[config.mk]
export PLATFORM = sky130hd
export DESIGN_NAME = tuner_i2c_regs
export DESIGN_NICKNAME = d
export VERILOG_FILES = /design/src/rtl/tuner_i2c_pkg.sv /design/src/rtl/tuner_i2c_sync.sv /design/src/rtl/tuner_i2c_link.sv /design/src/rtl/tuner_reg_decode.sv /design/src/rtl/tuner_i2c_regs.sv
export SDC_FILE = /design/constraint.sdc
export NUM_CORES = 1
export LEC_CHECK = 0
export BUFFER_PORTS_ARGS = -buffer_cell sky130_fd_sc_hd__buf_2
export CAP_MARGIN = 40
export CORE_MARGIN = 2
export CORE_UTILIZATION = 60
export CTS_CLUSTER_SIZE = 25
export DETAILED_ROUTE_END_ITERATION = 8
export GPL_TIMING_DRIVEN = 1
export PLACE_DENSITY_LB_ADDON = 0.25
export SYNTH_ARGS = -nofsm -noshare
export SYNTH_HDL_FRONTEND = slang
export SYNTH_HIERARCHICAL = 1
export SYNTH_SLANG_ARGS = --single-unit
[constraint.sdc]
create_clock -name clk -period 5.9 [get_ports clk]
set_input_delay 1.77 -clock clk [delete_from_list [all_inputs] [get_ports clk]]
set_output_delay 1.77 -clock clk [all_outputs]
set_load 0.1 [all_outputs]
[src/rtl/tuner_i2c_pkg.sv]
package tuner_i2c_pkg;
    localparam int BYTE_W = 8;
    localparam logic [4:0] ADDR_PREFIX = 5'b11000;
    localparam logic [6:0] FIXED_ADDR = 7'b1100001;

    typedef enum logic [2:0] {
        L_IDLE,
        L_ADDR,
        L_ADDR_ACK,
        L_DATA,
        L_DATA_ACK,
        L_SKIP
    } link_state_t;

    typedef enum logic [1:0] {
        D_ANY,
        D_DIV_LO,
        D_BAND
    } dec_state_t;
endpackage

[src/rtl/tuner_i2c_sync.sv]
module tuner_i2c_sync #(
    parameter int STAGES = 2
) (
    input  logic clk,
    input  logic rst_n,
    input  logic scl_i,
    input  logic sda_i,
    output logic sda_s,
    output logic start_ev,
    output logic stop_ev,
    output logic scl_rise,
    output logic scl_fall
);
    logic [STAGES-1:0] scl_pipe, sda_pipe;
    logic scl_q, sda_q, scl_s;

    always_ff @(posedge clk or negedge rst_n) begin
        if (!rst_n) begin
            scl_pipe <= '1;
            sda_pipe <= '1;
            scl_q    <= 1'b1;
            sda_q    <= 1'b1;
        end else begin
            scl_pipe <= {scl_pipe[STAGES-2:0], scl_i};
            sda_pipe <= {sda_pipe[STAGES-2:0], sda_i};
            scl_q    <= scl_pipe[STAGES-1];
            sda_q    <= sda_pipe[STAGES-1];
        end
    end

    always_comb begin
        scl_s    = scl_pipe[STAGES-1];
        sda_s    = sda_pipe[STAGES-1];
        start_ev = scl_s & scl_q & sda_q & ~sda_s;
        stop_ev  = scl_s & scl_q & ~sda_q & sda_s;
        scl_rise = scl_s & ~scl_q;
        scl_fall = ~scl_s & scl_q;
    end
endmodule

[src/rtl/tuner_i2c_link.sv]
module tuner_i2c_link
    import tuner_i2c_pkg::*;
(
    input  logic                clk,
    input  logic                rst_n,
    input  logic                start_ev,
    input  logic                stop_ev,
    input  logic                scl_rise,
    input  logic                scl_fall,
    input  logic                sda_s,
    input  logic [1:0]          addr_sel,
    output logic                sda_oe,
    output logic                data_stb,
    output logic [BYTE_W-1:0]   data_byte,
    output logic                seq_clear
);
    localparam int CNT_W = $clog2(BYTE_W + 1);

    link_state_t state, state_n;
    logic [CNT_W-1:0]  bit_cnt;
    logic [BYTE_W-1:0] shreg;
    logic byte_full, addr_ok, in_ack, in_rx;

    always_comb begin
        byte_full = (bit_cnt == CNT_W'(BYTE_W));
        addr_ok   = !shreg[0] &&
                    ((shreg[7:1] == {ADDR_PREFIX, addr_sel}) || (shreg[7:1] == FIXED_ADDR));
        in_ack    = (state == L_ADDR_ACK) || (state == L_DATA_ACK);
        in_rx     = (state == L_ADDR) || (state == L_DATA);
    end

    // next-state logic
    always_comb begin
        state_n = state;
        unique case (state)
            L_IDLE:     state_n = L_IDLE;
            L_ADDR:     if (scl_fall && byte_full) state_n = addr_ok ? L_ADDR_ACK : L_SKIP;
            L_ADDR_ACK: if (scl_fall) state_n = L_DATA;
            L_DATA:     if (scl_fall && byte_full) state_n = L_DATA_ACK;
            L_DATA_ACK: if (scl_fall) state_n = L_DATA;
            L_SKIP:     state_n = L_SKIP;
            default:    state_n = L_IDLE;
        endcase
        if (start_ev)     state_n = L_ADDR;
        else if (stop_ev) state_n = L_IDLE;
    end

    // state register and bit datapath
    always_ff @(posedge clk or negedge rst_n) begin
        if (!rst_n) begin
            state   <= L_IDLE;
            bit_cnt <= '0;
            shreg   <= '0;
        end else begin
            state <= state_n;
            if (start_ev || (scl_fall && in_ack)) begin
                bit_cnt <= '0;
            end else if (scl_rise && in_rx && !byte_full) begin
                shreg   <= {shreg[BYTE_W-2:0], sda_s};
                bit_cnt <= bit_cnt + 1'b1;
            end
        end
    end

    // outputs
    always_comb begin
        sda_oe    = in_ack;
        data_stb  = (state == L_DATA) && scl_fall && byte_full && !start_ev && !stop_ev;
        data_byte = shreg;
        seq_clear = start_ev | stop_ev;
    end
endmodule

[src/rtl/tuner_reg_decode.sv]
module tuner_reg_decode
    import tuner_i2c_pkg::*;
#(
    parameter int DIV_W  = 15,
    parameter int TEST_W = 3,
    parameter int REF_W  = 2,
    parameter int BAND_N = 4,
    parameter logic [TEST_W-1:0] TEST_RST = 3'b001
) (
    input  logic                clk,
    input  logic                rst_n,
    input  logic                seq_clear,
    input  logic                data_stb,
    input  logic [BYTE_W-1:0]   data_byte,
    output logic [DIV_W-1:0]    div_word,
    output logic                cp_high,
    output logic [TEST_W-1:0]   test_bits,
    output logic [REF_W-1:0]    ref_sel,
    output logic                tune_off,
    output logic [BAND_N-1:0]   band_en
);
    localparam int HI_W    = DIV_W - BYTE_W;
    localparam int CP_POS  = BYTE_W - 2;
    localparam int TEST_LO = 1 + REF_W;
    localparam int TEST_HI = TEST_LO + TEST_W - 1;

    dec_state_t state, state_n;
    logic [HI_W-1:0] div_hi;
    logic is_ctrl;

    always_comb begin
        is_ctrl = data_byte[BYTE_W-1];
        state_n = state;
        unique case (state)
            D_ANY:    if (data_stb) state_n = is_ctrl ? D_BAND : D_DIV_LO;
            D_DIV_LO: if (data_stb) state_n = D_ANY;
            D_BAND:   if (data_stb) state_n = D_ANY;
            default:  state_n = D_ANY;
        endcase
        if (seq_clear) state_n = D_ANY;
    end

    always_ff @(posedge clk or negedge rst_n) begin
        if (!rst_n) state <= D_ANY;
        else        state <= state_n;
    end

    always_ff @(posedge clk or negedge rst_n) begin
        if (!rst_n) begin
            div_hi    <= '0;
            div_word  <= '0;
            cp_high   <= 1'b0;
            test_bits <= TEST_RST;
            ref_sel   <= '0;
            tune_off  <= 1'b0;
            band_en   <= '0;
        end else if (data_stb && !seq_clear) begin
            unique case (state)
                D_ANY: begin
                    if (is_ctrl) begin
                        cp_high   <= data_byte[CP_POS];
                        test_bits <= data_byte[TEST_HI:TEST_LO];
                        ref_sel   <= data_byte[REF_W:1];
                        tune_off  <= data_byte[0];
                    end else begin
                        div_hi <= data_byte[HI_W-1:0];
                    end
                end
                D_DIV_LO: div_word <= {div_hi, data_byte};
                D_BAND:   band_en  <= data_byte[BAND_N-1:0];
                default:  ;
            endcase
        end
    end
endmodule

[src/rtl/tuner_i2c_regs.sv]
module tuner_i2c_regs
    import tuner_i2c_pkg::*;
#(
    parameter int SYNC_STAGES = 2,
    parameter int DIV_W  = 15,
    parameter int TEST_W = 3,
    parameter int REF_W  = 2,
    parameter int BAND_N = 4
) (
    input  logic              clk,
    input  logic              rst_n,
    input  logic              scl_i,
    input  logic              sda_i,
    input  logic [1:0]        addr_sel,
    output logic              sda_oe,
    output logic [DIV_W-1:0]  div_word,
    output logic              cp_high,
    output logic [TEST_W-1:0] test_bits,
    output logic [REF_W-1:0]  ref_sel,
    output logic              tune_off,
    output logic [BAND_N-1:0] band_en
);
    logic sda_s, start_ev, stop_ev, scl_rise, scl_fall;
    logic data_stb, seq_clear;
    logic [BYTE_W-1:0] data_byte;

    tuner_i2c_sync #(.STAGES(SYNC_STAGES)) u_sync (
        .clk(clk), .rst_n(rst_n), .scl_i(scl_i), .sda_i(sda_i),
        .sda_s(sda_s), .start_ev(start_ev), .stop_ev(stop_ev),
        .scl_rise(scl_rise), .scl_fall(scl_fall)
    );

    tuner_i2c_link u_link (
        .clk(clk), .rst_n(rst_n), .start_ev(start_ev), .stop_ev(stop_ev),
        .scl_rise(scl_rise), .scl_fall(scl_fall), .sda_s(sda_s),
        .addr_sel(addr_sel), .sda_oe(sda_oe), .data_stb(data_stb),
        .data_byte(data_byte), .seq_clear(seq_clear)
    );

    tuner_reg_decode #(
        .DIV_W(DIV_W), .TEST_W(TEST_W), .REF_W(REF_W), .BAND_N(BAND_N)
    ) u_dec (
        .clk(clk), .rst_n(rst_n), .seq_clear(seq_clear), .data_stb(data_stb),
        .data_byte(data_byte), .div_word(div_word), .cp_high(cp_high),
        .test_bits(test_bits), .ref_sel(ref_sel), .tune_off(tune_off),
        .band_en(band_en)
    );
endmodule

# Word-level counts from Yosys, hierarchy flattened
# Index checks and enable logic that the tools add are counted.
# Widths: inputs -> output; s select.
# totals
regBits	56
in_bits	6
word_cells	89
# op_classes
addsub	1
eq_ne	15
n_mux	14
bitwise_logic	14
reduce_logical	30
# ops
op	count
$mux 3	6
$pmux 3 s4	1
$logic_and 1x1->1	10
$reduce_and 3->1	3
$mux 2	4
$mux 4	2
$ne 4x2->1 const B	2
$reduce_and 2->1	4
$and 1x1->1	7
$eq 7x7->1	1
$eq 7x7->1 const B	1
$eq 3x2->1 const B	2
$eq 3x3->1 const B	2
$ne 3x1->1 const B	2
$not 1->1	6
$logic_not 1->1	5
$add 4x1->4 const B	1
$eq 4x4->1 const B	1
$logic_or 1x1->1	4
$ne 4x1->1 const B	1
$pmux 2 s2	1
$reduce_or 2->1	2
$eq 3x1->1 const B	1
$eq 2x1->1 const B	1
other kinds (4)	4

# Longest topological paths before layout
# depth
word_depth	9
ltp_mapped	8
depth_no_buf	7

# By module
# The synthesis kept the hierarchy.
# modules_own_cells
module	instances	cells_per_inst	area_each_um2	seq_area_each_um2
tuner_reg_decode	1	83	1437.6	877.1
tuner_i2c_link	1	85	850.8	375.4
tuner_i2c_sync	1	10	192.7	157.7

# Worst setup path before layout
# Ideal clock, no wire load.
# synth_timing
path_type	reg2out
from	register u_link.state[1]
to	output sda_oe
t_arrival_ns	2.197
required_ns	4.130
setup_slack_ns	1.933
stages_incl_launch_ff	4
n_path_buf	1
path_cell_list	dfrtp_1 -> clkbuf_1 -> nand2b_1 -> a21oi_1
# synth_between
elab_chain_cells	2
word_cells_on_any_way	3
classes_between	eq/ne: 2; reduce/logical: 1
# synth_lines
item	line	rtl
from (decl)	tuner_i2c_link.sv:19	link_state_t state, state_n;
from (signal assigned)	tuner_i2c_link.sv:55	state <= state_n;
$eq 3x2->1 / $eq 3x3->1 (equally long branches)	tuner_i2c_link.sv:28	in_ack = (state == L_ADDR_ACK) || (state == L_DATA_ACK);
$logic_or 1x1->1 (*)	tuner_i2c_link.sv:28	
to (decl)	tuner_i2c_regs.sv:15	output logic sda_oe,
# Every way passes the cells marked *; elsewhere a longest branch is shown, timed or not.

# Final worst setup path
# layout_timing
from	register u_link.state[2]
to	output sda_oe
# Same word-level chain as after synthesis.

==> reports/results.env <==
HOLD_START='u_sync/sda_pipe[0]'
CELLINTERNALPOWER_uW=583
POSTCTSHOLDBUFS=0
TIMING_HOLD_VIOLATIONS_FINAL=0
HOLDPATHSTAGES=0
LAYOUT_CELL_SHARE_WITH_DRIVE_STRENGTH_BEYOND_1=0.449
POWER.COMBINATIONAL.FRACTION=0.186
COREAREA_UM2=4000
WORST_IR_DROP_VDD_mV=0.228
SYNTH.AREA.TOP_CELLS='sky130_fd_sc_hd__dfrtp_1, sky130_fd_sc_hd__mux2_2, sky130_fd_sc_hd__dfstp_2'
CLOCK_TREE.HTREE_LEVEL_COUNT=2
PLACEMENT.SETUP.WORST_SLACK_NS=2.78
ANTENNA_FOUND_INITIAL=0
SYNTH_AREA_UM2=2480
GRT_SETUP_UNREPAIRED='false'
TIMING.RR.START='u_sync/sda_pipe[1]'
YS_DOMINANT_REG_CELL='sky130_fd_sc_hd__dfrtp_1'
DIE_H_UM=68.3
TIMING.REG2REG.SETUP_SLACK_NS=3.10
N_ANTENNA_CELL=0
TRITONCTS='done'
SYNTH_CELL_TYPE_COUNT=40
NETS=224
CRITPATHLAUNCHTYPE='register'
NUMBER_OF_ENABLE_FLIP_FLOP_CELLS_AFTER_SYNTHESIS=0
MAX-SLEW-MARGIN-REL=0.527
RR_ENDPOINT='u_dec/div_hi[2]'
FINAL.FILL_COUNT=275
POST_SYNTH.CELL_AREA_AVG_UM2=13.9
ROUTED_WIRE_LENGTH_PER_INSTANCE_UM=17.6
MAX_CAP_VIOLS=0
DETAIL_ROUTE.FIRST_PASS.ITERATIONS=4
SYNTHMUXAREASHARE=0.205
PIN_COUNT_OF_THE_BIGGEST_NET_ENTERING_GLOBAL_ROUTING=57
POWER.NET_SWITCHING_uW=283
POSTCTSSETUPBUFFERS=0
AVGVIACOUNTPERCELL=5.82
DETAIL_ROUTE.ITER0.VIOLATIONS=109
POWER_DENSITY_nW_PER_UM2=312
SYNTH-COMPOUND-AREA-SHARE=0.0565
LAYOUT_COMMONEST_CELL='sky130_fd_sc_hd__dfrtp_1'
SYNTHSIMPLEGATEAREAFRAC=0.107
CLKPWRFRAC=0.252
SWITCHING_SHARE=0.327
WL_UM=4640
CLKSLEWWORSTSETUPHOLDPATHS_NS=0.09
HOLDPATHEND='u_sync/sda_pipe[1]'
WORST_SETUP_PATH_CLASS='reg -> out'
CTS_RESIZED=0
SYN_NETS=189
MOST-COMMON-LAYOUT-CELLS='sky130_fd_sc_hd__dfrtp_1, sky130_fd_sc_hd__buf_2, sky130_fd_sc_hd__mux2_2'
MULTI_INPUT_AREA_UM2=1000
TIGHTESTPINTRANSITION_NS=0.705
DIE_WIDTH_UM=68.3
CRIT_REQUIRED_NS=4.13
SYNTH_TOP_AREA_SHARE=0.494
FIRST_GLOBAL_VIAS=1554
SYNTH_SEQ_AREA_SHARE=0.568
R2R.WORST_PATH.CELLS=6
CTS-BUFFERS-INSERTED=5
SYNTH_AREA_LEADER_CELL='sky130_fd_sc_hd__dfrtp_1'
ROOT_BUFFER='sky130_fd_sc_hd__clkbuf_8'
WORST_CLK_SKEW_NS=0.00655
CLOCK.FMAX_GHz=0.293
CRIT_PATH_SETUP_SLACK_LAYOUT_NS=2.49
REGISTER_AREA_UM2=1410
TIMING.CRITICAL_PATH.ARRIVAL_NS=1.64
SYNTH.FF_LATCH_COUNT=56
POWER_FRAC_SEQ=0.562
SETUP_VIOL=0
FLOORPLAN.INITIALDENSITY=0.620
SYN2LAYOUT_AREA_GROWTH_PCT=11.8
CRIT_FANOUT=8
ROUTE.DETAILED.DRC=0
SYNTHESIS.YOSYS.WARNINGS=6
CLOCK_INSERTION_DELAY_WORST_SKEW_NS=0.31
PORT_BUFFER_COUNT=32
FINAL_MIN_PERIOD_OVER_CLOCK_PERIOD=0.578
VIAS=1536
SETUP_TNS_NS=0
GRT_FIRST_PASS_WIRELENGTH_UM=7560
WORST_HOLD_PATH_TYPE='reg -> reg'
FINAL_PERIOD_MINUS_WORST_SETUP_SLACK_NS=3.41
NETLIST_INSTANCES=178
CTS_NUM_SINKS=56
DOMINANT_COMBINATIONAL_CELL_FAMILY_BY_AREA_AFTER_SYNTHESIS='multiplexers'
WORST_HOLD_SLACK_NS=0.361
GLOBALROUTETOTALUTIL=0.228
FP-ROW-COUNT=23
PROPORTION_OF_REGISTER_BITS_WITH_ASYNCHRONOUS_SET_OR_RESET_AFTER_SYNTHESIS=1.00
SLEW_VIOLATIONS=0
STATUS='finished, final reports clean'
ENDPOINT_KIND='primary output'
IOS=33
SYNTH-ADDER-AREA-SHARE=0.0252
SYNTH-XOR-AREA-SHARE=0.0106
CTS-ROOT-TO-SINK-BUFFERS=2
DIE_AREA_UM2=4670
DRT.ANTENNA.VIOLATING_NETS=0
CELLLEAKAGEPOWER_uW=0.00149
GPL.FINAL_WEIGHTED_CONGESTION=0.834
GLOBAL_ROUTE_TOTAL_OVERFLOW=0
DP.FINAL_HPWL_UM=3190
==> flip-flops by register name, summed over array words and instances, names as in the netlist <==
name / count
u_dec/band_en: 4
u_dec/cp_high: 1
u_dec/div_hi: 7
u_dec/div_word: 15
u_dec/ref_sel: 2
u_dec/state: 2
u_dec/test_bits: 3
u_dec/tune_off: 1
u_link/bit_cnt: 4
u_link/data_byte: 8
u_link/state: 3
u_sync/scl_pipe: 2
u_sync/scl_q: 1
u_sync/sda_pipe: 2
u_sync/sda_q: 1
==> routing by layer <==
layer	wire (um)	track usage	vias up
li1	-	-	701
met1	1980	0.294	777
met2	2350	0.373	51
met5	0	0	-
met4	78	0.0925	0
met3	235	0.0543	7
==> final cells by class <==
type / instances / share of cell area
multi-input cells: 108 / 0.362
inverters: 9 / 0.0122
repair buffers: 33 / 0.0604
flip-flops and latches: 56 / 0.508
clock inverters: 2 / 0.00496
clock buffers: 6 / 0.0298
well taps: 50 / 0.0226
==> synth_stat cells, drive strengths merged (2+ instances only) <==
library cell	n
nand3	2
and4b	2
nand3b	3
o21bai	2
nor3	2
dfstp	7
dfrtp	49
o21ai	3
mux2	41
nor2b	2
and4	2
o31ai	3
nand2	2
clkbuf	3
xor2	2
ha	5
inv	9
nor2	10
a21oi	8
buf	2
nand2b	3
==> power by group through the flow <==
stage	clock (uW)	sequential (uW)	combinational, uW
final	218	487	161
after global routing	239	497	178
after CTS	223	485	161
after detailed placement	0	492	160
after global placement	0	486	147
after floorplan	0	462	137
==> worst max-delay path by stage <==
stage / end / slack (ns) / depth (start not counted) / from
finish: sda_oe / 2.49 / 3 / u_link/state[2]
global route: sda_oe / 2.41 / 3 / u_link/state[1]
CTS: sda_oe / 2.51 / 3 / u_link/state[2]
detailed placement: u_link/state[1] / 2.78 / 6 / addr_sel[0]
global placement: u_link/state[1] / 2.80 / 6 / addr_sel[0]
floorplan: sda_oe / 1.93 / 3 / u_link/state[1]
==> stage by stage <==
stage / instance area (um2) / util / cells / total power [uW]
after CTS: 2770 / 0.693 / 264 / 869
after floorplan: 2480 / - / 178 / 599
after detailed placement: 2680 / 0.669 / 256 / 653
final: 2770 / 0.693 / 264 / 866
after global placement: 2680 / 0.669 / 256 / 632
after global routing: 2770 / 0.693 / 264 / 914
==> worst max-delay path, stage by stage (launching register included) <==
cell	delay (ns)
sky130_fd_sc_hd__dfrtp_1	0.48
sky130_fd_sc_hd__nand2b_1	0.26
sky130_fd_sc_hd__a21oi_1	0.15
sky130_fd_sc_hd__buf_2	0.44
==> kinds of logic after synthesis <==
group                    count (synthesis)
buffers and inverters                   14
flip-flops                              56
adder cells (fa/ha/maj)                  5
XOR/XNOR                                 3
multiplexers                            42
AO/OA/AOI/OAI                           21
AND/OR/NAND/NOR                         37
(Power assumes the default switching activity.)
